$ cat config.mk
export PLATFORM = sky130hd
export DESIGN_NAME = cp_timer
export DESIGN_NICKNAME = d
export VERILOG_FILES = /design/src/rtl/cp_timer.sv
export SDC_FILE = /design/constraint.sdc
export NUM_CORES = 1
export LEC_CHECK = 0
export BUFFER_PORTS_ARGS = -buffer_cell sky130_fd_sc_hd__buf_2
export CAP_MARGIN = 30
export CORE_AREA = 2 2 88 90
export CTS_BUF_LIST = sky130_fd_sc_hd__clkbuf_8
export CTS_CLUSTER_SIZE = 30
export DETAILED_ROUTE_END_ITERATION = 10
export DIE_AREA = 0 0 90 92
export PLACE_DENSITY = 0.83
export SYNTH_ARGS = -nofsm -noshare
export SYNTH_HDL_FRONTEND = slang
export SYNTH_SLANG_ARGS = --single-unit
$ cat constraint.sdc
create_clock -name clk -period 4.4 [get_ports clk]
set_clock_uncertainty 0.05 [all_clocks]
set_input_delay 0.44 -clock clk [delete_from_list [all_inputs] [get_ports clk]]
set_output_delay 0.44 -clock clk [all_outputs]
set_load 0.01 [all_outputs]
$ cat src/rtl/cp_timer.sv
module cp_timer #(
  parameter int CW    = 32,
  parameter int LINES = 8,
  localparam int SW   = $clog2(LINES)
) (
  input  logic          clk,
  input  logic          rst_n,
  input  logic          tick_i,
  input  logic          cnt_we_i,
  input  logic [CW-1:0] cnt_wdata_i,
  input  logic          cmp_we_i,
  input  logic [CW-1:0] cmp_wdata_i,
  input  logic          cnt_hold_i,
  input  logic [SW-1:0] irq_sel_i,
  input  logic          rev2_i,
  output logic [CW-1:0] count_o,
  output logic          pending_o,
  output logic [LINES-1:0] irq_o
);

  logic [CW-1:0] cnt_q, cmp_q, cnt_inc;
  logic          step, hit, hit_q, pend_q;

  assign step    = tick_i && !cnt_hold_i && !cnt_we_i;
  assign cnt_inc = cnt_q + 1'b1;
  assign hit     = step && (cnt_inc == cmp_q);

  always_ff @(posedge clk) begin
    if (!rst_n) begin
      cnt_q <= '0;
      cmp_q <= '0;
    end else begin
      if (cnt_we_i)  cnt_q <= cnt_wdata_i;
      else if (step) cnt_q <= cnt_inc;
      if (cmp_we_i)  cmp_q <= cmp_wdata_i;
    end
  end

  always_ff @(posedge clk) begin
    if (!rst_n) begin
      hit_q  <= 1'b0;
      pend_q <= 1'b0;
    end else if (cmp_we_i) begin
      hit_q  <= 1'b0;
      pend_q <= 1'b0;
    end else if (hit) begin
      hit_q  <= 1'b1;
      pend_q <= pend_q | rev2_i;
    end
  end

  assign count_o   = cnt_q;
  assign pending_o = pend_q;
  assign irq_o     = hit_q ? (LINES'(1) << irq_sel_i) : '0;

  assert_count_step_R1: assert property (@(posedge clk) disable iff (!rst_n)
    (tick_i && !cnt_hold_i && !cnt_we_i) |=> (count_o == $past(count_o) + 1'b1));

  assert_hold_freezes_R2: assert property (@(posedge clk) disable iff (!rst_n)
    (cnt_hold_i && !cnt_we_i) |=> $stable(count_o));

  assert_hold_no_irq_R2: assert property (@(posedge clk) disable iff (!rst_n)
    cnt_hold_i |=> !$rose(irq_o != '0));

  assert_load_R3: assert property (@(posedge clk) disable iff (!rst_n)
    cnt_we_i |=> (count_o == $past(cnt_wdata_i)));

  assert_pend_needs_rev2_R5: assert property (@(posedge clk) disable iff (!rst_n)
    $rose(pending_o) |-> $past(rev2_i));

  assert_cmp_clears_R6_R8: assert property (@(posedge clk) disable iff (!rst_n)
    cmp_we_i |=> (irq_o == '0 && !pending_o));

  assert_irq_routed_R7: assert property (@(posedge clk) disable iff (!rst_n)
    $onehot0(irq_o) && ((irq_o == '0) || irq_o[irq_sel_i]));

  assert_irq_level_R4: assert property (@(posedge clk) disable iff (!rst_n)
    ((irq_o != '0) && !cmp_we_i) |=> (irq_o != '0));

endmodule

# Word-level counts from Yosys, hierarchy flattened
# Index checks and enable logic that the tools add are counted.
# classes
addsub	1
n_eq_ne	1
shifts	1
n_mux	3
bitwise	2
reduce_logical	7
# ops
cell	n
32-bit two-way mux	2
32-bit by 1-bit adder with 32-bit output (second input constant)	1
32-bit == test	1
8-bit two-way mux	1
1-bit by 3-bit left shift with 8-bit output (first input constant)	1
1-bit logical AND	3
1-bit zero test	2
2-bit nonzero test	1
2-bit OR reduction	1
1-bit inverter	1
1-bit OR	1
# word_totals
reg_bits	66
input_bits	74
out_inout_bits	41
word_cells	19

# Longest topological paths before layout
# Gate-level depths: netlist of run 1.
# logic_depth
ltp_word	5
depth_mapped	10
depth_no_buf	8

# Worst setup path after synthesis of run 1
# OpenSTA, ideal clock, no wires.
# synth_timing
path_type	reg-to-reg
startpoint	register cnt_q[0], in the netlist count_o[0]
endpoint	register cnt_q[30], in the netlist count_o[30]
setup_ns	0.115
arrival_time_ns	2.423
required_ns	4.235
setup_slack_ns	1.812
stages_incl_launch_ff	11
path_buffers	2
period_less_slack_ns	2.588
cell_sequence	dfxtp_1 ha_1 buf_2 nand3_2 or4_1 buf_2 or3_1 nor2b_1 xnor2_1 o21ai_1 and2_1
# synth_via
elab_chain_len	3
# synth_rtl
item	line_no	text
start: declaration	21	logic [CW-1:0] cnt_q, cmp_q, cnt_inc;
start signal: assignment	33	if (cnt_we_i) cnt_q <= cnt_wdata_i;
start signal: assignment	34	else if (step) cnt_q <= cnt_inc;
32-bit by 1-bit adder with 32-bit output	25	assign cnt_inc = cnt_q + 1'b1;
32-bit two-way mux	34	
32-bit two-way mux	33	
# No other way between the ends. The select of a mux whose other input is x is not followed.
# A chain may end at the register's enable or synchronous reset.

# Final worst setup path of run 1
# layout_timing
startpoint	register cnt_q[4], in the netlist count_o[4]
endpoint	register cnt_q[31], in the netlist count_o[31]
# Same word-level chain as after synthesis.

==> results.sh, run 1 <==
export IMPL_status="finished clean"
export IMPL_synth_top_area_share_pct=31.3
export IMPL_end_kind="flip-flop"
export IMPL_worst_slew_pin_slew_ns=1.08
export IMPL_ys_types=46
export IMPL_p_seq_share_pct=46.7
export IMPL_avgSynthCellArea_um2=8.00
export IMPL_wl_met1_um=4940
export IMPL_synth_edf_count=0
export IMPL_path_delay_family="simple AND/OR/NAND/NOR gates"
export IMPL_yosysSeqAreaShare_pct=31.3
export IMPL_synth_cells=528
export IMPL_p_per_area_nw_per_um2=294
export IMPL_final_cells=724
export IMPL_cts_tree="done"
export IMPL_min_path_type="in -> reg"
export IMPL_yosys_warnings=0
export IMPL_drv_slew=0
export IMPL_pwr_share_clk_pct=36.3
export IMPL_path_clk_slew_ns=0.08
export IMPL_fillers=650
export IMPL_drtIter0Drc=247
export IMPL_clockBufferDepth=2
export IMPL_finalCritPeriodShare_pct=68.2
export IMPL_slew_headroom_pct=27.6
export IMPL_cpPeakStageDelay_ns=0.94
export IMPL_worstPathArrival_ns=3.19
export IMPL_critical_path_class="reg -> reg"
export IMPL_finalInstanceArea_um2=5000
export IMPL_critPathSlowestCell="nor3_1"
export IMPL_wire_per_inst_um=16.1
export IMPL_crit_fanout=15
export IMPL_hpwl_um=8620
export IMPL_pwr_share_comb_pct=17.1
export IMPL_io_pins=115
export IMPL_htreeDepth=3
export IMPL_cts_made_buffers=9
export IMPL_tns_ns=0
export IMPL_hold_violations=0
export IMPL_drive_gt1_share_pct=22.3
export IMPL_p_switching_mw=0.431
export IMPL_netlist_top_cells_area="dfxtp_1 31%, xnor2_1 9.3%, mux2i_1 7.8%"
export IMPL_finalWeightedCongestion=0.976
export IMPL_top_layer="met4"
export IMPL_port_buffers=114
export IMPL_cts_hold_fix_buffers=0
export IMPL_remaining_drc_errors=0
export IMPL_hold_slack_ns=0.293
export IMPL_drtAntennaViolNets=0
export IMPL_vias_per_cell=5.66
export IMPL_routed_wl_um=11700
export IMPL_intPower_mw=1.04
export IMPL_grt_pass1_wl_um=18900
export IMPL_swShare_pct=29.4
export IMPL_pre_cts_slack_ns=1.51
export IMPL_die_area_um2=8280
export IMPL_crit_chain="nand4_1, nor3_1, nand3_1, nor2_1, xnor2_1, o21ai_0, and2_1"
export IMPL_overflow=0
export IMPL_path_buf_inv=0
export IMPL_r2r_slack_ns=1.40
export IMPL_grt_max_degree=66
export IMPL_clock_sinks=66
export IMPL_grt_antenna_before_repair=0
export IMPL_cts_setup_buffers=0
export IMPL_dp_cells=707
export IMPL_fin_ws_ns=1.40
export IMPL_wl_met3_um=689
export IMPL_grtUsageTotal_pct=28.2
export IMPL_finalNetCount=692
export IMPL_cp_required_ns=4.59
export IMPL_die_w_um=90
export IMPL_vias=4100
export IMPL_syn_nets=603
export IMPL_dr_pass1_iters=5
export IMPL_clkLatencyLatePin_ns=0.35
export IMPL_worst_setup_path_start_kind="flip-flop"
export IMPL_synth_seq_cells=66
export IMPL_grt_pass1_vias=3854
export IMPL_ys_flop_type="dfxtp_1"
export IMPL_power_mw=1.47
export IMPL_cts_resized=0
export IMPL_initial_core_util_pct=56.7
export IMPL_cellLeakagePower_nw=2.10
export IMPL_core_area_um2=7450
export IMPL_fmax_mhz=333
export IMPL_num_rows=32
export IMPL_syn_cell_area_um2=4230
export IMPL_finalSetupViolCount=0
export IMPL_rsz0062_at_grt="false"
export IMPL_diodes=0
export IMPL_area_growth_syn_to_layout_pct=18.2
export IMPL_cts_root_buf="clkbuf_8"
export IMPL_route_met2_wl_um=5720
export IMPL_yosysMostFrequentCell="dfxtp_1"
export IMPL_die_y_um=92
export IMPL_final_util_pct=67.1
export IMPL_vdd_drop_max_mv=0.197
export IMPL_fin_crit_ns=3.00
export IMPL_yosysTopAreaCell="dfxtp_1"
export IMPL_synth_common_cells="66 x dfxtp_1, 57 x nand2_1, 45 x xnor2_1"
export IMPL_max_cap_violations=0
export IMPL_dpl_cell_area_um2=4770
export IMPL_ys_async_sr_fraction_pct=0
## placed cells by master (no fill, tap or decap), types with 10 or more instances in the layout
master    netlist  routed
nand4_1        16      16
xnor2_1        45      45
nor2b_1        36      36
nand3_1        23      23
and2_1         28      28
mux2i_1        33      33
clkbuf_8        0      10
nor2_1         29      29
xor2_1         29      29
nor3_1         17      17
buf_2           6     114
dfxtp_1        66      66
nand2_1        57      57
o21ai_0        25      25
## area by class of cell
class	count	area, um^2	area share (%)
timing repair buffer	117	606	12.1
multi-input combinational	419	2720	54.5
tap	102	128	2.55
inverter	4	15.0	0.301
clock inverter	6	65.1	1.30
sequential	66	1320	26.4
clock buffer	10	138	2.75
## final timing paths
| check | from | endpoint | depth (start not counted) |
|---|---|---|---|
| worst min-delay path | cmp_wdata_i[0] | cmp_q[0] | 3 |
| worst min register to register | pending_o | pending_o | 2 |
| worst max register to register | count_o[4] | count_o[31] | 7 |
| worst max-delay path | count_o[4] | count_o[31] | 7 |
## cells by family (layout without fill, tap and decap cells)
group	after synthesis	in the layout	synth area share, %
flops	66	66	31.3
fa+ha+maj	1	1	0.296
xor+xnor	74	74	15.3
simple gates	248	248	31.7
buf+inv	43	137	4.26
compound gates	62	62	9.00
mux	34	34	8.08
## tightest hold or removal path, stage by stage
cell     delay, ns
buf_2         0.07
mux2i_1       0.05
nor2b_1       0.09
## state kept, by name, summed over array words and instances (netlist names)
name / flops
pending_o: 1
count_o: 32
cmp_q: 32
hit_q: 1
## power groups by stage
stage	Clock (mW)	Sequential (mW)	Combinational [mW]
6_report	0.532	0.685	0.250
4_1_cts	0.534	0.684	0.248
3_3_place_gp	0	0.695	0.243
5_1_grt	0.558	0.690	0.276
3_5_place_dp	0	0.697	0.247
2_1_floorplan	0	0.682	0.170
## layer usage
layer	vias to the layer above	global-route usage, %
li1	1987	-
met4	0	11.4
met5	-	0
met1	1904	35.5
met2	180	48.8
met3	29	4.03
Note: power is estimated with default switching activity, not from simulation.
==> run 2, diff against run 1 <==
- CORE_AREA: 2 2 88 90 -> 2 2 96 98
- DIE_AREA: 0 0 90 92 -> 0 0 98 100
- PLACE_DENSITY: 0.83 -> 0.73
- clock period: 4.4 -> 2.7 ns (I/O delays scaled with it)
==> results.sh, run 2 (synthesis gave the netlist of run 1 again) <==
export IMPL_clock_sinks=66
export IMPL_vias=4107
export IMPL_slew_headroom_pct=61.7
export IMPL_finalNetCount=719
export IMPL_intPower_mw=1.60
export IMPL_critPathSlowestCell="or3_1"
export IMPL_drtIter0Drc=233
export IMPL_r2r_slack_ns=0.21
export IMPL_grt_pass1_vias=4027
export IMPL_cts_root_buf="clkbuf_8"
export IMPL_die_w_um=98
export IMPL_core_area_um2=8890
export IMPL_die_y_um=100
export IMPL_overflow=0
export IMPL_met2_usage_pct=44.2
export IMPL_tns_ns=0
export IMPL_layout_commonest_cell="buf_2"
export IMPL_critical_path_class="reg -> reg"
export IMPL_fmax_mhz=402
export IMPL_pwr_share_comb_pct=19.8
export IMPL_htreeDepth=3
export IMPL_hpwl_um=9370
export IMPL_worst_setup_path_start_kind="flip-flop"
export IMPL_max_cap_violations=0
export IMPL_drtAntennaViolNets=0
export IMPL_pwr_share_clk_pct=32.5
export IMPL_finalCritPeriodShare_pct=92.2
export IMPL_grt_max_degree=65
export IMPL_finalWeightedCongestion=0.890
export IMPL_drv_slew=0
export IMPL_p_switching_mw=0.697
export IMPL_cts_made_buffers=9
export IMPL_path_clk_slew_ns=0.08
export IMPL_min_path_type="in -> reg"
export IMPL_dpl_cell_area_um2=4990
export IMPL_dr_pass1_iters=4
export IMPL_remaining_drc_errors=0
export IMPL_p_seq_share_pct=47.6
export IMPL_crit_chain="nand4_1, or3_1, nor4_2, mux2_2, nor4_1, nand4_1, o21ai_1"
export IMPL_final_util_pct=58.2
export IMPL_worstPathArrival_ns=2.73
export IMPL_initial_core_util_pct=47.5
export IMPL_finalInstanceArea_um2=5170
export IMPL_status="finished clean"
export IMPL_hold_violations=0
export IMPL_wire_per_inst_um=16.3
export IMPL_crit_fanout=7
export IMPL_grt_busiest_layer="met2"
export IMPL_port_buffers=114
export IMPL_crit_top_cell="nand4_1"
export IMPL_cpPeakStageDelay_ns=0.51
export IMPL_cellLeakagePower_nw=2.21
export IMPL_vias_per_cell=5.42
export IMPL_vdd_drop_max_mv=0.245
export IMPL_routed_wl_um=12400
export IMPL_pre_cts_slack_ns=0.181
export IMPL_cp_required_ns=2.94
export IMPL_rsz0062_at_grt="false"
export IMPL_io_pins=115
export IMPL_clockBufferDepth=2
export IMPL_path_buf_inv=0
export IMPL_cts_setup_buffers=0
export IMPL_fin_crit_ns=2.49
export IMPL_end_kind="flip-flop"
export IMPL_path_delay_family="simple AND/OR/NAND/NOR gates"
export IMPL_grt_use_met3_pct=4.11
export IMPL_worst_slew_pin_slew_ns=0.574
export IMPL_area_growth_syn_to_layout_pct=22.4
export IMPL_grt_pass1_wl_um=19900
export IMPL_grt_met1_usage_pct=31.7
export IMPL_grt_antenna_before_repair=0
export IMPL_fin_ws_ns=0.212
export IMPL_drive_gt1_share_pct=25.7
export IMPL_grtUsageTotal_pct=25.4
export IMPL_clkLatencyLatePin_ns=0.35
export IMPL_diodes=0
export IMPL_layout_common_cells="114 x buf_2, 66 x dfxtp_1, 57 x nand2_1"
export IMPL_p_per_area_nw_per_um2=443
export IMPL_num_rows=35
export IMPL_finalSetupViolCount=0
export IMPL_cts_tree="done"
export IMPL_swShare_pct=30.4
export IMPL_die_area_um2=9800
==> run 2: final timing paths <==
kind,from,to,cells after the start
worst max register to register,count_o[13],hit_q,7
worst min register to register,pending_o,pending_o,2
worst min-delay path,cmp_wdata_i[0],cmp_q[0],3
worst max-delay path,count_o[13],hit_q,7
==> run 2: power by group through the flow <==
stage	sequential [mW]	combinational, mW	clock (mW)
global route	1.10	0.502	0.792
floorplan	1.11	0.278	0
global placement	1.11	0.447	0
finish	1.09	0.454	0.746
detailed placement	1.11	0.453	0
CTS	1.09	0.456	0.747
==> run 2: area by class of cell <==
cell class	instances	area [um^2]
repair buffers	144	796
multi-input cells	419	2740
clock inverters	4	21.3
clock buffers	10	138
fillers	879	3720
well taps	111	139
flip-flops and latches	66	1320
inverters	4	15.0
==> run 2: per-stage QoR <==
step	std cells	power (mW)	hold WS, ns
2_1_floorplan	528	1.39	0.366
3_3_place_gp	744	1.56	0.438
3_5_place_dp	744	1.57	0.434
4_1_cts	758	2.29	0.128
5_1_grt	758	2.39	0.139
6_report	758	2.29	0.129
==> run 2: worst min-delay path: stages <==
cell	delay [ns]
buf_2	0.07
mux2i_1	0.05
nor2b_1	0.09
==> run 2: routing by layer <==
layer	wire length [um]	vias to the layer above
met5	0	-
li1	-	2034
met4	325	0
met2	5920	133
met1	5550	1916
met3	583	24
==> run 2: what timing repair did <==
item,in CTS,in global routing
hold buffers,0,0
endpoints found under the setup margin,0,2
gates resized for setup,0,3
==> run 3, diff against run 2 <==
- ABC_AREA: not set -> 1
- CORE_AREA: 2 2 96 98 -> 2 2 97 99
- DIE_AREA: 0 0 98 100 -> 0 0 99 101
- PLACE_DENSITY: 0.73 -> 0.74
==> results.sh, run 3 <==
export IMPL_status="finished clean"
export IMPL_initial_core_util_pct=48.5
export IMPL_fin_ws_ns=0.296
export IMPL_worst_setup_path_start_kind="flip-flop"
export IMPL_critical_path_class="reg -> reg"
export IMPL_layout_common_cells="255 x nand2_1, 114 x buf_2, 90 x nand3_1"
export IMPL_r2r_start="count_o[1]"
export IMPL_synth_common_cells="255 x nand2_1, 90 x nand3_1, 83 x inv_1"
export IMPL_max_cap_violations=0
export IMPL_hpwl_um=11100
export IMPL_critPathSlowestCell="dfxtp_1"
export IMPL_drive_gt1_share_pct=20.1
export IMPL_worst_slew_pin_slew_ns=0.601
export IMPL_reg2regPathDepth=13
export IMPL_grt_pass1_vias=4978
export IMPL_ys_types=26
export IMPL_io_pins=115
export IMPL_syn_nets=807
export IMPL_cts_root_buf="clkbuf_8"
export IMPL_port_buffers=114
export IMPL_core_area_um2=8980
export IMPL_cellLeakagePower_nw=2.54
export IMPL_overflow=0
export IMPL_ys_async_sr_fraction_pct=0
export IMPL_finalSetupViolCount=0
export IMPL_vdd_drop_max_mv=0.262
export IMPL_end_kind="flip-flop"
export IMPL_layout_commonest_cell="nand2_1"
export IMPL_cp_startpoint="count_o[1]"
export IMPL_die_y_um=101
export IMPL_finalCritPeriodShare_pct=89.1
export IMPL_path_delay_family="simple AND/OR/NAND/NOR gates"
export IMPL_area_growth_syn_to_layout_pct=20.3
export IMPL_cts_resized=0
export IMPL_synth_cells=732
export IMPL_cts_hold_fix_buffers=0
export IMPL_yosysSeqAreaShare_pct=30.4
export IMPL_worstPathArrival_ns=2.64
export IMPL_clockBufferDepth=2
export IMPL_num_rows=35
export IMPL_grt_antenna_before_repair=0
export IMPL_netlist_top_cells_area="dfxtp_1 30%, nand2_1 22%, nand3_1 10%"
export IMPL_regArea_um2=1320
export IMPL_cts_made_buffers=9
export IMPL_drtAntennaViolNets=0
export IMPL_rsz0062_at_grt="false"
export IMPL_routed_wl_um=14500
export IMPL_cts_tree="done"
export IMPL_crit_chain="ha_1, nand2_2, nor2_8, nand2_4, nor2_8, nand2_1, nand3_1, nand2_1, nor2_1, nand4_1, nor2_2, nand4_1, a21oi_1"
export IMPL_cp_required_ns=2.93
export IMPL_path_buf_inv=0
export IMPL_fin_crit_ns=2.40
export IMPL_pre_cts_slack_ns=0.321
export IMPL_vias_per_cell=5.37
export IMPL_dr_pass1_iters=5
export IMPL_clock_sinks=66
export IMPL_hold_violations=0
export IMPL_min_path_type="in -> reg"
export IMPL_fillers=924
export IMPL_clkLatencyLatePin_ns=0.35
export IMPL_crit_fanout=9
export IMPL_yosys_warnings=0
export IMPL_cpPeakStageDelay_ns=0.42
export IMPL_avgSynthCellArea_um2=5.94
export IMPL_path_clk_slew_ns=0.07
export IMPL_wire_per_inst_um=15.2
export IMPL_grt_pass1_wl_um=23600
export IMPL_synth_edf_count=0
export IMPL_multiInputGateArea_um2=2640
export IMPL_diodes=0
export IMPL_crit_path_end="pending_o"
export IMPL_power_mw=2.38
export IMPL_grtUsageTotal_pct=29.8
export IMPL_tns_ns=0
export IMPL_fmax_mhz=416
export IMPL_cts_setup_buffers=0
export IMPL_yosysTopAreaCell="dfxtp_1"
export IMPL_hold_slack_ns=0.0888
export IMPL_slew_headroom_pct=59.9
export IMPL_synth_seq_cells=66
export IMPL_die_area_um2=10000
export IMPL_vias=5149
export IMPL_die_w_um=99
export IMPL_synth_top_area_share_pct=30.4
export IMPL_ys_flop_type="dfxtp_1"
export IMPL_crit_cells=13
export IMPL_finalNetCount=917
export IMPL_remaining_drc_errors=0
export IMPL_yosysMostFrequentCell="nand2_1"
export IMPL_p_per_area_nw_per_um2=454
export IMPL_drv_slew=0
export IMPL_htreeDepth=3
export IMPL_syn_cell_area_um2=4350
export IMPL_r2r_slack_ns=0.30
export IMPL_grt_max_degree=33
export IMPL_finalWeightedCongestion=0.972
export IMPL_drtIter0Drc=262
export IMPL_worstReg2RegEnd="pending_o"
-- run 3: changes by cell type after synthesis, moves of 17 or more --
cell | before | now
inv_1 | 4 | 83
and2_1 | 28 | 0
nor2b_1 | 36 | 0
a21oi_1 | 8 | 33
mux2i_1 | 33 | 0
nand3_1 | 23 | 90
nor2_1 | 29 | 70
xnor2_1 | 45 | 1
nand2_1 | 57 | 255
nor3_1 | 17 | 0
xor2_1 | 29 | 1
a31oi_1 | 2 | 32
-- run 3: cells by family (layout without fill, tap and decap cells) --
logic type | Yosys count | after routing | share of synthesized area [%]
flops | 66 | 66 | 30.4
buf+inv | 106 | 221 | 9.15
compound gates | 99 | 99 | 12.4
fa+ha+maj | 1 | 1 | 0.288
xor+xnor | 3 | 3 | 0.920
simple gates | 457 | 457 | 46.9
-- run 3: per-stage QoR --
step | utilization [%] | cells | cell area, um^2
after global routing | 58.3 | 958 | 5230
after CTS | 58.3 | 958 | 5230
after detailed placement | 56.1 | 942 | 5040
after floorplan | - | 732 | 4350
final | 58.3 | 958 | 5230
after global placement | 56.1 | 942 | 5040
-- run 3: layout make-up --
type | instances | share of cell area [%]
flip-flops and latches | 66 | 25.2
multi-input cells | 560 | 50.4
well taps | 111 | 2.65
repair buffers | 121 | 11.9
clock buffers | 11 | 2.89
clock inverters | 5 | 0.885
inverters | 84 | 6.02
-- run 3: how the worst min path moves through the flow --
stage | slack [ns] | startpoint | cells past startpoint | to
finish | 0.09 | cmp_wdata_i[24] | 3 | cmp_q[24]
global route | 0.11 | cmp_wdata_i[3] | 3 | cmp_q[3]
CTS | 0.08 | cmp_wdata_i[24] | 3 | cmp_q[24]
detailed placement | 0.40 | pending_o | 2 | pending_o
global placement | 0.40 | pending_o | 2 | pending_o
floorplan | 0.35 | cmp_wdata_i[1] | 2 | cmp_q[1]
-- run 3: report_power, final --
part	internal (mW)	total [mW]	switching, mW
registers	1.03	1.10	0.0688
logic	0.159	0.403	0.244
clock network	0.467	0.872	0.406
-- run 3: worst min-delay path: stages --
cell,delay [ns]
buf_2,0.07
nor2_1,0.03
nor2_1,0.08
-- run 3: per-layer routing --
layer	routed length [um]	part of all wire [%]	track usage [%]
met5	0	0	0
met2	6800	47	50.9
met3	926	6.4	4.72
met1	6470	45	37.9
met4	333	2.3	11.1
